<file path="config.mk">
export PLATFORM = sky130hd
export DESIGN_NAME = mmu_access_guard
export DESIGN_NICKNAME = d
export VERILOG_FILES = /design/src/rtl/mmu_guard_pkg.sv /design/src/rtl/mmu_perm_decode.sv /design/src/rtl/mmu_fault_policy.sv /design/src/rtl/mmu_fault_log.sv /design/src/rtl/mmu_access_guard.sv
export SDC_FILE = /design/constraint.sdc
export NUM_CORES = 1
export LEC_CHECK = 0
export BUFFER_PORTS_ARGS = -buffer_cell sky130_fd_sc_hd__buf_2
export CAP_MARGIN = 40
export CORE_MARGIN = 2
export CORE_UTILIZATION = 49
export DETAILED_ROUTE_END_ITERATION = 7
export GPL_TIMING_DRIVEN = 0
export PLACE_DENSITY = 0.78
export SKIP_CTS_REPAIR_TIMING = 1
export SLEW_MARGIN = 20
export SYNTH_ARGS = -nofsm -noshare
export SYNTH_HDL_FRONTEND = slang
export SYNTH_SLANG_ARGS = --single-unit
</file>
<file path="constraint.sdc">
create_clock -name clk -period 1.5 [get_ports clk]
set_input_delay 0.15 -clock clk [delete_from_list [all_inputs] [get_ports clk]]
set_output_delay 0.15 -clock clk [all_outputs]
set_load 0.05 [all_outputs]
</file>
<file path="src/rtl/mmu_guard_pkg.sv">
package mmu_guard_pkg;

  // Access index bit positions
  localparam int unsigned ACC_SUP_BIT   = 0;
  localparam int unsigned ACC_FETCH_BIT = 1;
  localparam int unsigned ACC_WRITE_BIT = 2;

  // Protection flag bit positions
  localparam int unsigned PROT_R = 0;
  localparam int unsigned PROT_W = 1;
  localparam int unsigned PROT_X = 2;

  // Status register field positions (software decodes these)
  localparam int unsigned FS_OVF_BIT  = 0;
  localparam int unsigned FS_VAL_BIT  = 1;
  localparam int unsigned FS_TYPE_LO  = 2;
  localparam int unsigned FS_ACC_LO   = 5;
  localparam int unsigned FS_LVL_LO   = 8;
  localparam int unsigned FS_USED_W   = 10;

  typedef enum logic [2:0] {
    FT_NONE    = 3'd0,
    FT_INVALID = 3'd1,
    FT_PROT    = 3'd2,
    FT_PRIV    = 3'd3,
    FT_XLATE   = 3'd4
  } fault_type_e;

  typedef struct packed {
    logic       grant;
    logic [2:0] prot;
    logic       trap_i;
    logic       trap_d;
  } verdict_t;

  // Rights granted by a permission code, {X,W,R}
  function automatic logic [2:0] code_rights(input logic sup, input logic [2:0] code);
    logic [2:0] r;
    case (code)
      3'd0: r = 3'b001;
      3'd1: r = 3'b011;
      3'd2: r = 3'b101;
      3'd3: r = 3'b111;
      3'd4: r = 3'b100;
      3'd5: r = sup ? 3'b011 : 3'b001;
      3'd6: r = sup ? 3'b101 : 3'b000;
      default: r = sup ? 3'b111 : 3'b000;
    endcase
    return r;
  endfunction

endpackage

</file>
<file path="src/rtl/mmu_perm_decode.sv">
module mmu_perm_decode
  import mmu_guard_pkg::*;
#(
  parameter int unsigned CODE_W = 3
) (
  input  logic [2:0]        acc_idx,
  input  logic [CODE_W-1:0] perm,
  input  logic              modified,
  output fault_type_e       perm_ftype,
  output logic [2:0]        perm_prot
);

  logic       sup;
  logic [2:0] rights;
  logic [2:0] needed;

  always_comb begin
    sup    = acc_idx[ACC_SUP_BIT];
    rights = code_rights(sup, perm[2:0]);
    needed = '0;
    needed[PROT_W] = acc_idx[ACC_WRITE_BIT];
    needed[PROT_X] = acc_idx[ACC_FETCH_BIT];
    needed[PROT_R] = !acc_idx[ACC_WRITE_BIT] && !acc_idx[ACC_FETCH_BIT];

    if (!sup && perm[2:1] == 2'b11)
      perm_ftype = FT_PRIV;
    else if ((needed & ~rights) != 3'b000)
      perm_ftype = FT_PROT;
    else
      perm_ftype = FT_NONE;

    perm_prot = rights;
    if (!modified)
      perm_prot[PROT_W] = 1'b0;
  end

endmodule

</file>
<file path="src/rtl/mmu_fault_policy.sv">
module mmu_fault_policy
  import mmu_guard_pkg::*;
(
  input  logic        chk_valid,
  input  logic [2:0]  acc_idx,
  input  fault_type_e perm_ftype,
  input  logic [2:0]  perm_prot,
  input  logic        walk_err,
  input  logic [2:0]  walk_ftype,
  input  logic [1:0]  walk_level,
  input  logic        no_fault_mode,
  input  logic        traps_enabled,
  output logic        log_fault,
  output logic [2:0]  log_ftype,
  output logic [1:0]  log_level,
  output verdict_t    verdict
);

  logic perm_err;
  logic waived;
  logic quiet;

  always_comb begin
    perm_err  = (perm_ftype != FT_NONE);
    waived    = !walk_err && perm_err && no_fault_mode && !acc_idx[ACC_SUP_BIT];
    log_fault = chk_valid && (walk_err || (perm_err && !waived));
    log_ftype = walk_err ? walk_ftype : 3'(perm_ftype);
    log_level = walk_err ? walk_level : 2'd0;
    quiet     = no_fault_mode || !traps_enabled;

    verdict.grant  = !log_fault || quiet;
    verdict.prot   = log_fault ? (quiet ? 3'b111 : 3'b000) : perm_prot;
    verdict.trap_i = log_fault && !quiet && acc_idx[ACC_FETCH_BIT];
    verdict.trap_d = log_fault && !quiet && !acc_idx[ACC_FETCH_BIT];
  end

endmodule

</file>
<file path="src/rtl/mmu_fault_log.sv">
module mmu_fault_log
  import mmu_guard_pkg::*;
#(
  parameter int unsigned ADDR_W    = 32,
  parameter int unsigned PAGE_BITS = 12
) (
  input  logic              clk,
  input  logic              rst_n,
  input  logic              log_fault,
  input  logic [2:0]        log_acc,
  input  logic [2:0]        log_ftype,
  input  logic [1:0]        log_level,
  input  logic [ADDR_W-1:0] vaddr,
  input  logic              clr_status,
  output logic [ADDR_W-1:0] fsr_q,
  output logic [ADDR_W-1:0] far_q
);

  localparam logic [ADDR_W-1:0] PAGE_MASK = ~((ADDR_W'(1) << PAGE_BITS) - ADDR_W'(1));

  logic [ADDR_W-1:0] base;
  logic [ADDR_W-1:0] fsr_nxt;

  always_comb begin
    base    = clr_status ? '0 : fsr_q;
    fsr_nxt = base;
    if (log_fault) begin
      fsr_nxt = '0;
      fsr_nxt[FS_OVF_BIT]                = (base != '0);
      fsr_nxt[FS_VAL_BIT]                = 1'b1;
      fsr_nxt[FS_TYPE_LO +: 3]           = log_ftype;
      fsr_nxt[FS_ACC_LO +: 3]            = log_acc;
      fsr_nxt[FS_LVL_LO +: 2]            = log_level;
    end
  end

  always_ff @(posedge clk or negedge rst_n) begin
    if (!rst_n) begin
      fsr_q <= '0;
      far_q <= '0;
    end else begin
      fsr_q <= fsr_nxt;
      if (log_fault)
        far_q <= vaddr & PAGE_MASK;
    end
  end

endmodule

</file>
<file path="src/rtl/mmu_access_guard.sv">
module mmu_access_guard
  import mmu_guard_pkg::*;
#(
  parameter int unsigned ADDR_W    = 32,
  parameter int unsigned PAGE_BITS = 12
) (
  input  logic              clk,
  input  logic              rst_n,
  input  logic              chk_valid,
  input  logic [2:0]        chk_acc_idx,
  input  logic [2:0]        chk_perm,
  input  logic              chk_modified,
  input  logic [ADDR_W-1:0] chk_vaddr,
  input  logic              walk_err,
  input  logic [2:0]        walk_ftype,
  input  logic [1:0]        walk_level,
  input  logic              no_fault_mode,
  input  logic              traps_enabled,
  output logic              res_valid,
  output logic              res_grant,
  output logic [2:0]        res_prot,
  output logic              trap_ifetch,
  output logic              trap_data,
  input  logic              reg_rd_en,
  input  logic              reg_sel,
  output logic [ADDR_W-1:0] reg_rdata
);

  fault_type_e       perm_ftype;
  logic [2:0]        perm_prot;
  logic              log_fault;
  logic [2:0]        log_ftype;
  logic [1:0]        log_level;
  verdict_t          verdict;
  logic [ADDR_W-1:0] fsr_cur;
  logic [ADDR_W-1:0] far_cur;

  mmu_perm_decode #(.CODE_W(3)) u_decode (
    .acc_idx    (chk_acc_idx),
    .perm       (chk_perm),
    .modified   (chk_modified),
    .perm_ftype (perm_ftype),
    .perm_prot  (perm_prot)
  );

  mmu_fault_policy u_policy (
    .chk_valid     (chk_valid),
    .acc_idx       (chk_acc_idx),
    .perm_ftype    (perm_ftype),
    .perm_prot     (perm_prot),
    .walk_err      (walk_err),
    .walk_ftype    (walk_ftype),
    .walk_level    (walk_level),
    .no_fault_mode (no_fault_mode),
    .traps_enabled (traps_enabled),
    .log_fault     (log_fault),
    .log_ftype     (log_ftype),
    .log_level     (log_level),
    .verdict       (verdict)
  );

  mmu_fault_log #(.ADDR_W(ADDR_W), .PAGE_BITS(PAGE_BITS)) u_log (
    .clk        (clk),
    .rst_n      (rst_n),
    .log_fault  (log_fault),
    .log_acc    (chk_acc_idx),
    .log_ftype  (log_ftype),
    .log_level  (log_level),
    .vaddr      (chk_vaddr),
    .clr_status (reg_rd_en && !reg_sel),
    .fsr_q      (fsr_cur),
    .far_q      (far_cur)
  );

  assign reg_rdata = reg_sel ? far_cur : fsr_cur;

  always_ff @(posedge clk or negedge rst_n) begin
    if (!rst_n) begin
      res_valid   <= 1'b0;
      res_grant   <= 1'b0;
      res_prot    <= '0;
      trap_ifetch <= 1'b0;
      trap_data   <= 1'b0;
    end else begin
      res_valid   <= chk_valid;
      res_grant   <= chk_valid && verdict.grant;
      res_prot    <= chk_valid ? verdict.prot : 3'b000;
      trap_ifetch <= verdict.trap_i;
      trap_data   <= verdict.trap_d;
    end
  end

endmodule

</file>
==> results.cfg, run 1 <==
[worst_setup_path]
worst-path-buf-inv = 0
crit_path_end_kind = flop
crit_family = simple AND/OR/NAND/NOR gates
crit_slowest_cell = dfrtp_1
cp.depth = 5
crit_chain = nor4_1 > nand4_1 > nor2_1 > o21ai_0 > nor3b_1
rr_worst_depth = 5
worstPathMaxFanout = 3
path_class = reg -> reg
start_kind = flop
cp.required_ps = 1700
slowest_delay_ps = 400
arrival_ps = 1680

[timing]
timing.hold.ws_ps = 21.1
fin_crit_sh_pct = 98.9
tightestPinTransition_ps = 748
period_minus_slack_ps = 1480
setup_viol_count_final = 0
hold_viol_final = 0
relSlewSlack_pct = 50.1
final-max-slew-violation-count = 0
rsz0062_at_grt = true
fmax_mhz = 674
fin_skew_ps = 5.99

[power]
p_leak_uw = 0.00172
total_power_uw = 4070
p_per_area_nw_per_um2 = 1220
peakVddDrop_uv = 647

[finish]
num_antenna_cells = 0
final_common_cell = buf_2
area_growth_pct = 29.3
final_cell_mix = 80 x buf_2, 59 x dfrtp_1, 39 x mux2_2, 23 x and2_1, 12 x nor2b_1
fill_cells = 447
nNetsFinal = 352
seq_area_um2 = 1480
multi_input_area_um2 = 1070
drive_above_1_share_pct = 48.8

[drt]
vias = 1875
drc = 0
wirelength_um = 5490
dr.pass1.iters = 6
ant_nets = 0
routedWlPerCell_um = 14.7
drt-initial-drc-count = 110
viasPerCell = 5.03

[floorplanning]
num_io_pins = 91
core_um2 = 5110
rows = 26
die_h_um = 76.7
initial_core_util_pct = 50.7
die-area_um2 = 5880
die_w_um = 76.7

[global_route]
grtUsageTotal_pct = 19.5
grt_max_degree = 60
grt_overflow = 0
antenna_found_initial = 0
grt_pass1_vias = 1842
grt_pass1_wl_um = 8890

[run_status]
status = complete, no violations

[synth]
syn_nets = 259
ys_seq_elements = 59
ys_types = 28
syn_area_per_cell_um2 = 12.5
syn_inst = 207
synth_area_um2 = 2590
ys_warn_count = 0
ys_seq_area_share_pct = 57.1

[cts]
cts_root_buffer = clkbuf_8
cts_buffer_depth = 2
h-tree-depth = 3
numCtsBuffers = 9
clk_pin_slew_worst_paths_ps = 60
cts_tree = done
worst_skew_pair.late_latency_ps = 320
clock_sink_count = 59

[flow_run]
cap_violations = 0

[place]
port_buffers = 77
dpl.hpwl_um = 3830
gp_congestion = 0.780

[min_path]
hold_class = in -> reg
hold_depth = 1
==> layer usage <==
layer | wire length, um | global-route usage [%]
met1 | 2580 | 27.4
met2 | 2660 | 29.2
met3 | 171 | 2.94
met4 | 85 | 10.4
met5 | 0 | 0
==> registers in the layout, indices dropped and copies added, names as in the netlist <==
register	cells
trap_data	1
u_log.fsr_q	32
u_log.far_q	20
res_grant	1
res_prot	3
res_valid	1
trap_ifetch	1
==> logic make-up after synthesis <==
kind of cell	after synthesis	share of synthesized area, %
AOI/OAI and AO/OA	13	3.34
buffers and inverters	15	2.80
and+or+nand+nor	72	16.2
DFF	59	57.1
muxes	48	20.6
==> per-stage QoR <==
step / TNS (ps) / cell area (um2) / instances / setup WS, ps / utilization (%)
3_5_place_dp: -22500 / 3070 / 354 / -573 / 60.1
2_1_floorplan: -1030 / 2590 / 207 / -107 / -
3_3_place_gp: -20530 / 3070 / 354 / -546 / 60.1
4_1_cts: -7370 / 3250 / 368 / -244 / 63.7
5_1_grt: -198 / 3340 / 373 / -25.7 / 65.5
6_report: 0 / 3340 / 373 / 16.4 / 65.5
==> cells in the mapped netlist <==
cell	count	area, um2
nor2_2	1	6.26
mux2i_1	8	80.1
nor2b_1	12	75.1
nor2_1	3	11.3
or3b_1	1	8.76
nand3_1	1	5.00
o211a_1	1	10.0
mux2_2	39	439
nand2b_1	3	18.8
clkbuf_1	7	26.3
or2_2	1	6.26
nor4_1	8	50.1
a31oi_1	1	6.26
a22o_1	3	26.3
dfrtp_1	59	1480
nor3_1	5	25.0
buf_2	1	5.00
mux2_4	1	15.0
o32ai_1	1	8.76
inv_1	5	18.8
o21ai_0	3	15.0
buf_6	2	22.5
nor3b_1	1	7.51
nand4_1	3	18.8
nand2_1	9	33.8
a21oi_1	4	20.0
and2b_1	1	7.51
and2_1	23	144
==> layout make-up <==
cell class | instances | share of cell area, %
buffer | 10 | 1.95
clock buffer | 11 | 4.23
clock inverter | 3 | 1.20
inverter | 5 | 0.561
multi-input combinational | 133 | 32.1
sequential | 59 | 44.1
tap | 70 | 2.62
timing repair buffer | 82 | 13.2
==> power breakdown <==
group	leakage, uW	total [uW]	switching, uW	internal [uW]
Sequential	0.000754	1790	68.2	1730
Combinational	0.000876	925	588	337
Clock	0.0000950	1350	563	789
Total	0.00172	4070	1220	2850
==> path summary, 6_finish.rpt <==
| kind | startpoint | end | slack (ps) |
|---|---|---|---|
| max in group asynchronous | rst_n | trap_ifetch | 560 |
| min reg2reg | u_log.far_q[18] | u_log.far_q[18] | 500 |
| max reg2reg | u_log.fsr_q[22] | u_log.fsr_q[0] | 20 |
| max | u_log.fsr_q[22] | u_log.fsr_q[0] | 20 |
| min | chk_valid | res_valid | 20 |
| min in group asynchronous | rst_n | u_log.fsr_q[4] | 430 |
No activity file was read; power rests on OpenSTA's default activity.
==> run 2: changes to the inputs <==
--- a/config.mk
+++ b/config.mk
@@ -11,7 +11,7 @@
 export CORE_UTILIZATION = 49
 export DETAILED_ROUTE_END_ITERATION = 7
 export GPL_TIMING_DRIVEN = 0
-export PLACE_DENSITY = 0.78
+export PLACE_DENSITY = 0.84
 export SKIP_CTS_REPAIR_TIMING = 1
 export SLEW_MARGIN = 20
 export SYNTH_ARGS = -nofsm -noshare
==> run 2 against run 1 <==
Sequential cell count stayed put. Clock power is 21% higher. Count of clock-buffer cells in the layout is 1 higher. Global-route usage is 0.31 points higher. Hold slack worse by 2.2 ps. Sequential share of layout area is 1.4 points lower. Critical path type is now in -> reg. Register-to-register slack better by 90 ps. Die area stayed put. Cell area is 3.3% higher. Via count is 2.2% higher.
==> results.cfg, run 2 (same netlist as run 1, synthesis figures left out) <==
[floorplanning]
core_um2 = 5110
die-area_um2 = 5880
initial_core_util_pct = 50.7
die_w_um = 76.7
die_h_um = 76.7
num_io_pins = 91
rows = 26

[cts]
cts_buffer_depth = 2
clock_sink_count = 59
cts_root_buffer = clkbuf_8
worst_skew_pair.late_latency_ps = 330
h-tree-depth = 3
clk_pin_slew_worst_paths_ps = 60
numCtsBuffers = 9
cts_tree = done

[worst_setup_path]
timing.rr.start = u_log.fsr_q[30]
crit_chain = buf_2 > or3b_4 > a21oi_4 > o211a_4 > nor2_4 > buf_6 > buf_12 > mux2_4
rr_worst_depth = 5
crit_family = simple AND/OR/NAND/NOR gates
path_class = in -> reg
cp.depth = 8
cp.required_ps = 1710
setup.worst_path.start = chk_perm[2]
arrival_ps = 1690
worstPathMaxFanout = 6
crit_path_end_kind = flop
worst-path-buf-inv = 3
crit_slowest_cell = or3b_4
slowest_delay_ps = 400
start_kind = input pin

[timing]
hold_viol_final = 0
fin_skew_ps = 11.1
fin_crit_sh_pct = 98.6
finalSetupTns_ps = 0
setup_viol_count_final = 0
tightestPinTransition_ps = 720
fmax_mhz = 676
period_minus_slack_ps = 1480
final-max-slew-violation-count = 0
relSlewSlack_pct = 52.0

[drt]
dr.pass1.iters = 4
drc = 0
vias = 1916
ant_nets = 0
routedWlPerCell_um = 15.4
viasPerCell = 5.11
drt-initial-drc-count = 88
wirelength_um = 5790

[place]
dpl.hpwl_um = 3970
port_buffers = 77
place_inst = 354
gp_congestion = 0.815
post_dp_cell_area_um2 = 3070

[finish]
final_cell_mix = 75 x buf_2, 59 x dfrtp_1, 39 x mux2_2, 23 x and2_1, 12 x nor2b_1
area_growth_pct = 33.5
fill_cells = 410
drive_above_1_share_pct = 50.2
top_register = u_log.fsr_q
postLayoutCoreUtil_pct = 67.6
design_area_um2 = 3450
num_antenna_cells = 0
largest_reg_flops = 32
layout.cells.non_filler = 375
final_common_cell = buf_2
nNetsFinal = 352
largestRegisters = u_log.fsr_q: 32 flops, u_log.far_q: 20 flops, res_prot: 3 flops

[power]
p_leak_uw = 0.00176
total_power_uw = 4390
peakVddDrop_uv = 777
p_per_area_nw_per_um2 = 1270

[flow_run]
cap_violations = 0

[global_route]
antenna_found_initial = 0
grt_max_degree = 60
grt_overflow = 0
grt_pass1_wl_um = 9030
grtUsageTotal_pct = 19.8
grt_pass1_vias = 1896

[min_path]
hold_start = chk_acc_idx[1]
hold_class = in -> reg
hold_depth = 2

[run_status]
status = complete, no violations
-- run 2: worst reg2reg max path, delay by kind of cell, from the launching register on --
kind	cells	cell delay (ps)
AOI/OAI and AO/OA	1	90
DFF	1	400
and+or+nand+nor	4	780
-- run 2: final timing paths --
| kind | to | slack (ps) |
|---|---|---|
| max | u_log.far_q[16] | 20 |
| min | trap_data | 20 |
| max reg2reg | u_log.fsr_q[0] | 110 |
| min reg2reg | u_log.far_q[18] | 500 |
| max in group asynchronous | u_log.fsr_q[12] | 580 |
| min in group asynchronous | u_log.far_q[23] | 440 |
-- run 2: stage by stage --
step | setup slack (ps) | hold slack, ps
after floorplan | -107 | -146
after global placement | -560 | 330
after detailed placement | -616 | 257
after CTS | -286 | -95.8
after global routing | -10.9 | 10.6
final | 21.6 | 18.9
-- run 2: area by class of cell --
cell class	count	area, um2	share of cell area (%)
sequential	59	1480	42.8
timing repair buffer	82	459	13.3
clock buffer	12	155	4.49
inverter	5	18.8	0.543
clock inverter	4	72.6	2.10
buffer	10	76.3	2.21
tap	70	87.6	2.54
multi-input combinational	133	1110	32.1
-- run 2: where the power goes --
part / total (uW) / internal (uW) / switching (uW)
clock network: 1640 / 1020 / 614
logic: 958 / 357 / 601
registers: 1790 / 1730 / 69.3
-- run 2: layer usage --
| metal | vias up | global-route usage, % | share of wire (%) |
|---|---|---|---|
| met5 | - | 0 | 0 |
| met2 | 58 | 31.4 | 50 |
| met3 | 10 | 3.18 | 2.8 |
| met4 | 0 | 9.82 | 1.9 |
| li1 | 901 | - | - |
| met1 | 947 | 26.5 | 45 |
==> run 3: changes to the inputs <==
--- a/config.mk
+++ b/config.mk
@@ -11,7 +11,7 @@
 export CORE_UTILIZATION = 49
 export DETAILED_ROUTE_END_ITERATION = 7
 export GPL_TIMING_DRIVEN = 0
-export PLACE_DENSITY = 0.84
+export PLACE_DENSITY = 0.79
 export SKIP_CTS_REPAIR_TIMING = 1
 export SLEW_MARGIN = 20
 export SYNTH_ARGS = -nofsm -noshare
==> run 3 against run 2 <==
The flow now finishes with violations (negative setup slack). Total power fell by 5.5%. Clock skew shrank 6.0 ps. Maximum frequency shrank 2.3%.
==> results.cfg, run 3 (same netlist as run 1, synthesis figures left out) <==
[worst_setup_path]
regToRegEndpoint = u_log.fsr_q[0]
r2r_setup_slack_ps = 70
endpoint = u_log.far_q[16]
worstPathMaxFanout = 10
rr_worst_depth = 5
start_kind = input pin
arrival_ps = 1730
setup.worst_path.start = chk_perm[1]
cp.required_ps = 1710
timing.rr.start = u_log.fsr_q[23]
crit_path_end_kind = flop
path_class = in -> reg

[flow_run]
cap_violations = 0

[cts]
worst_skew_pair.late_latency_ps = 320
numCtsBuffers = 9
cts_buffer_depth = 2
h-tree-depth = 3
cts_root_buffer = clkbuf_8
clk_pin_slew_worst_paths_ps = 60
clock_sink_count = 59
cts_tree = done

[global_route]
grtUsageMet2_pct = 29.9
grt-busiest-layer = met2
antenna_found_initial = 0
grt_pass1_wl_um = 8580
grtUsageTotal_pct = 19.0
use_met3_pct = 3.76
grt_pass1_vias = 1838
met1_usage_pct = 25.2
grt_max_degree = 60
grt_overflow = 0

[timing]
finalSetupTns_ps = -13.2
period_minus_slack_ps = 1510
relSlewSlack_pct = 51.8
final-max-slew-violation-count = 0
tightestPinTransition_ps = 723
rsz0062_at_grt = true
hold_viol_final = 0
setup_viol_count_final = 1
fin_skew_ps = 5.07
fmax_mhz = 661
setup_ws_ps = -13.2
fin_crit_sh_pct = 101

[finish]
largest_reg_flops = 32
final_cell_mix = 77 x buf_2, 59 x dfrtp_1, 39 x mux2_2, 23 x and2_1, 12 x nor2b_1
drive_above_1_share_pct = 48.7
final_common_cell = buf_2
largestRegisters = u_log.fsr_q: 32 flops, u_log.far_q: 20 flops, res_prot: 3 flops
fill_cells = 414
nNetsFinal = 352
top_register = u_log.fsr_q
num_antenna_cells = 0
area_growth_pct = 30.4
layout.cells.non_filler = 374
postLayoutCoreUtil_pct = 66.1

[floorplanning]
die_w_um = 76.7
die_h_um = 76.7
rows = 26
core_um2 = 5110
die-area_um2 = 5880
initial_core_util_pct = 50.7
num_io_pins = 91

[power]
peakVddDrop_uv = 703
p_leak_uw = 0.00173
p_per_area_nw_per_um2 = 1230

[drt]
drt-initial-drc-count = 79
ant_nets = 0
routedWlPerCell_um = 14.6
drc = 0
wirelength_um = 5450
dr.pass1.iters = 4
vias = 1888
viasPerCell = 5.05

[place]
dpl.hpwl_um = 3730
port_buffers = 77
gp_congestion = 0.760
place_inst = 354

[run_status]
violations = negative setup slack
status = finished with violations

[min_path]
hold_class = in -> reg
hold_start = chk_valid
## run 3: changes by cell type in the layout (fill, tap and decap cells not counted), sizes merged
cell,previous run,this run
bufinv,2,1
clkinvlp,1,0
buf,84,85
## run 3: worst min path at each step
stage / end / slack (ps) / depth (start not counted)
after floorplan: res_grant / -150 / 0
after global placement: res_valid / 340 / 1
after detailed placement: res_prot[0] / 260 / 1
after CTS: u_log.far_q[19] / -90 / 1
after global routing: res_valid / 9 / 1
final: res_valid / 20 / 1
## run 3: power by group
group | internal (uW) | switching (uW) | total, uW
clock | 847 | 572 | 1420
combinational | 343 | 593 | 936
sequential | 1730 | 67.3 | 1790
## run 3: final cells by class
type                            count  area (um2)  area share [%]
Sequential cell                    59        1480            43.8
Multi-Input combinational cell    133        1090            32.3
Timing Repair Buffer               82         440            13.1
Clock buffer                       13         159            4.71
Tap cell                           70        87.6            2.60
Buffer                             10        67.6            2.00
Clock inverter                      2        35.0            1.04
Inverter                            5        18.8           0.556
## run 3: stage by stage
stage | worst slack, ps | total power (uW) | cell area, um2 | hold slack [ps]
after global placement | -541 | 2700 | 3070 | 341
final | -13.2 | 4150 | 3370 | 20.7
after floorplan | -107 | 2470 | 2590 | -146
after global routing | -49.3 | 4320 | 3370 | 8.57
after CTS | -255 | 4140 | 3260 | -90.7
after detailed placement | -571 | 2710 | 3070 | 260
## run 3: worst max-delay path, stage by stage
cell	delay (ps)
buf_2	140
or3b_4	400
a21oi_4	180
o211a_4	220
nor2_2	50
buf_6	140
buf_8	140
mux2_4	290
## run 3: routing by layer
layer,vias up,wire (um)
met4,0,74
li1,905,-
met1,920,2410
met2,57,2730
met3,6,242
met5,-,0
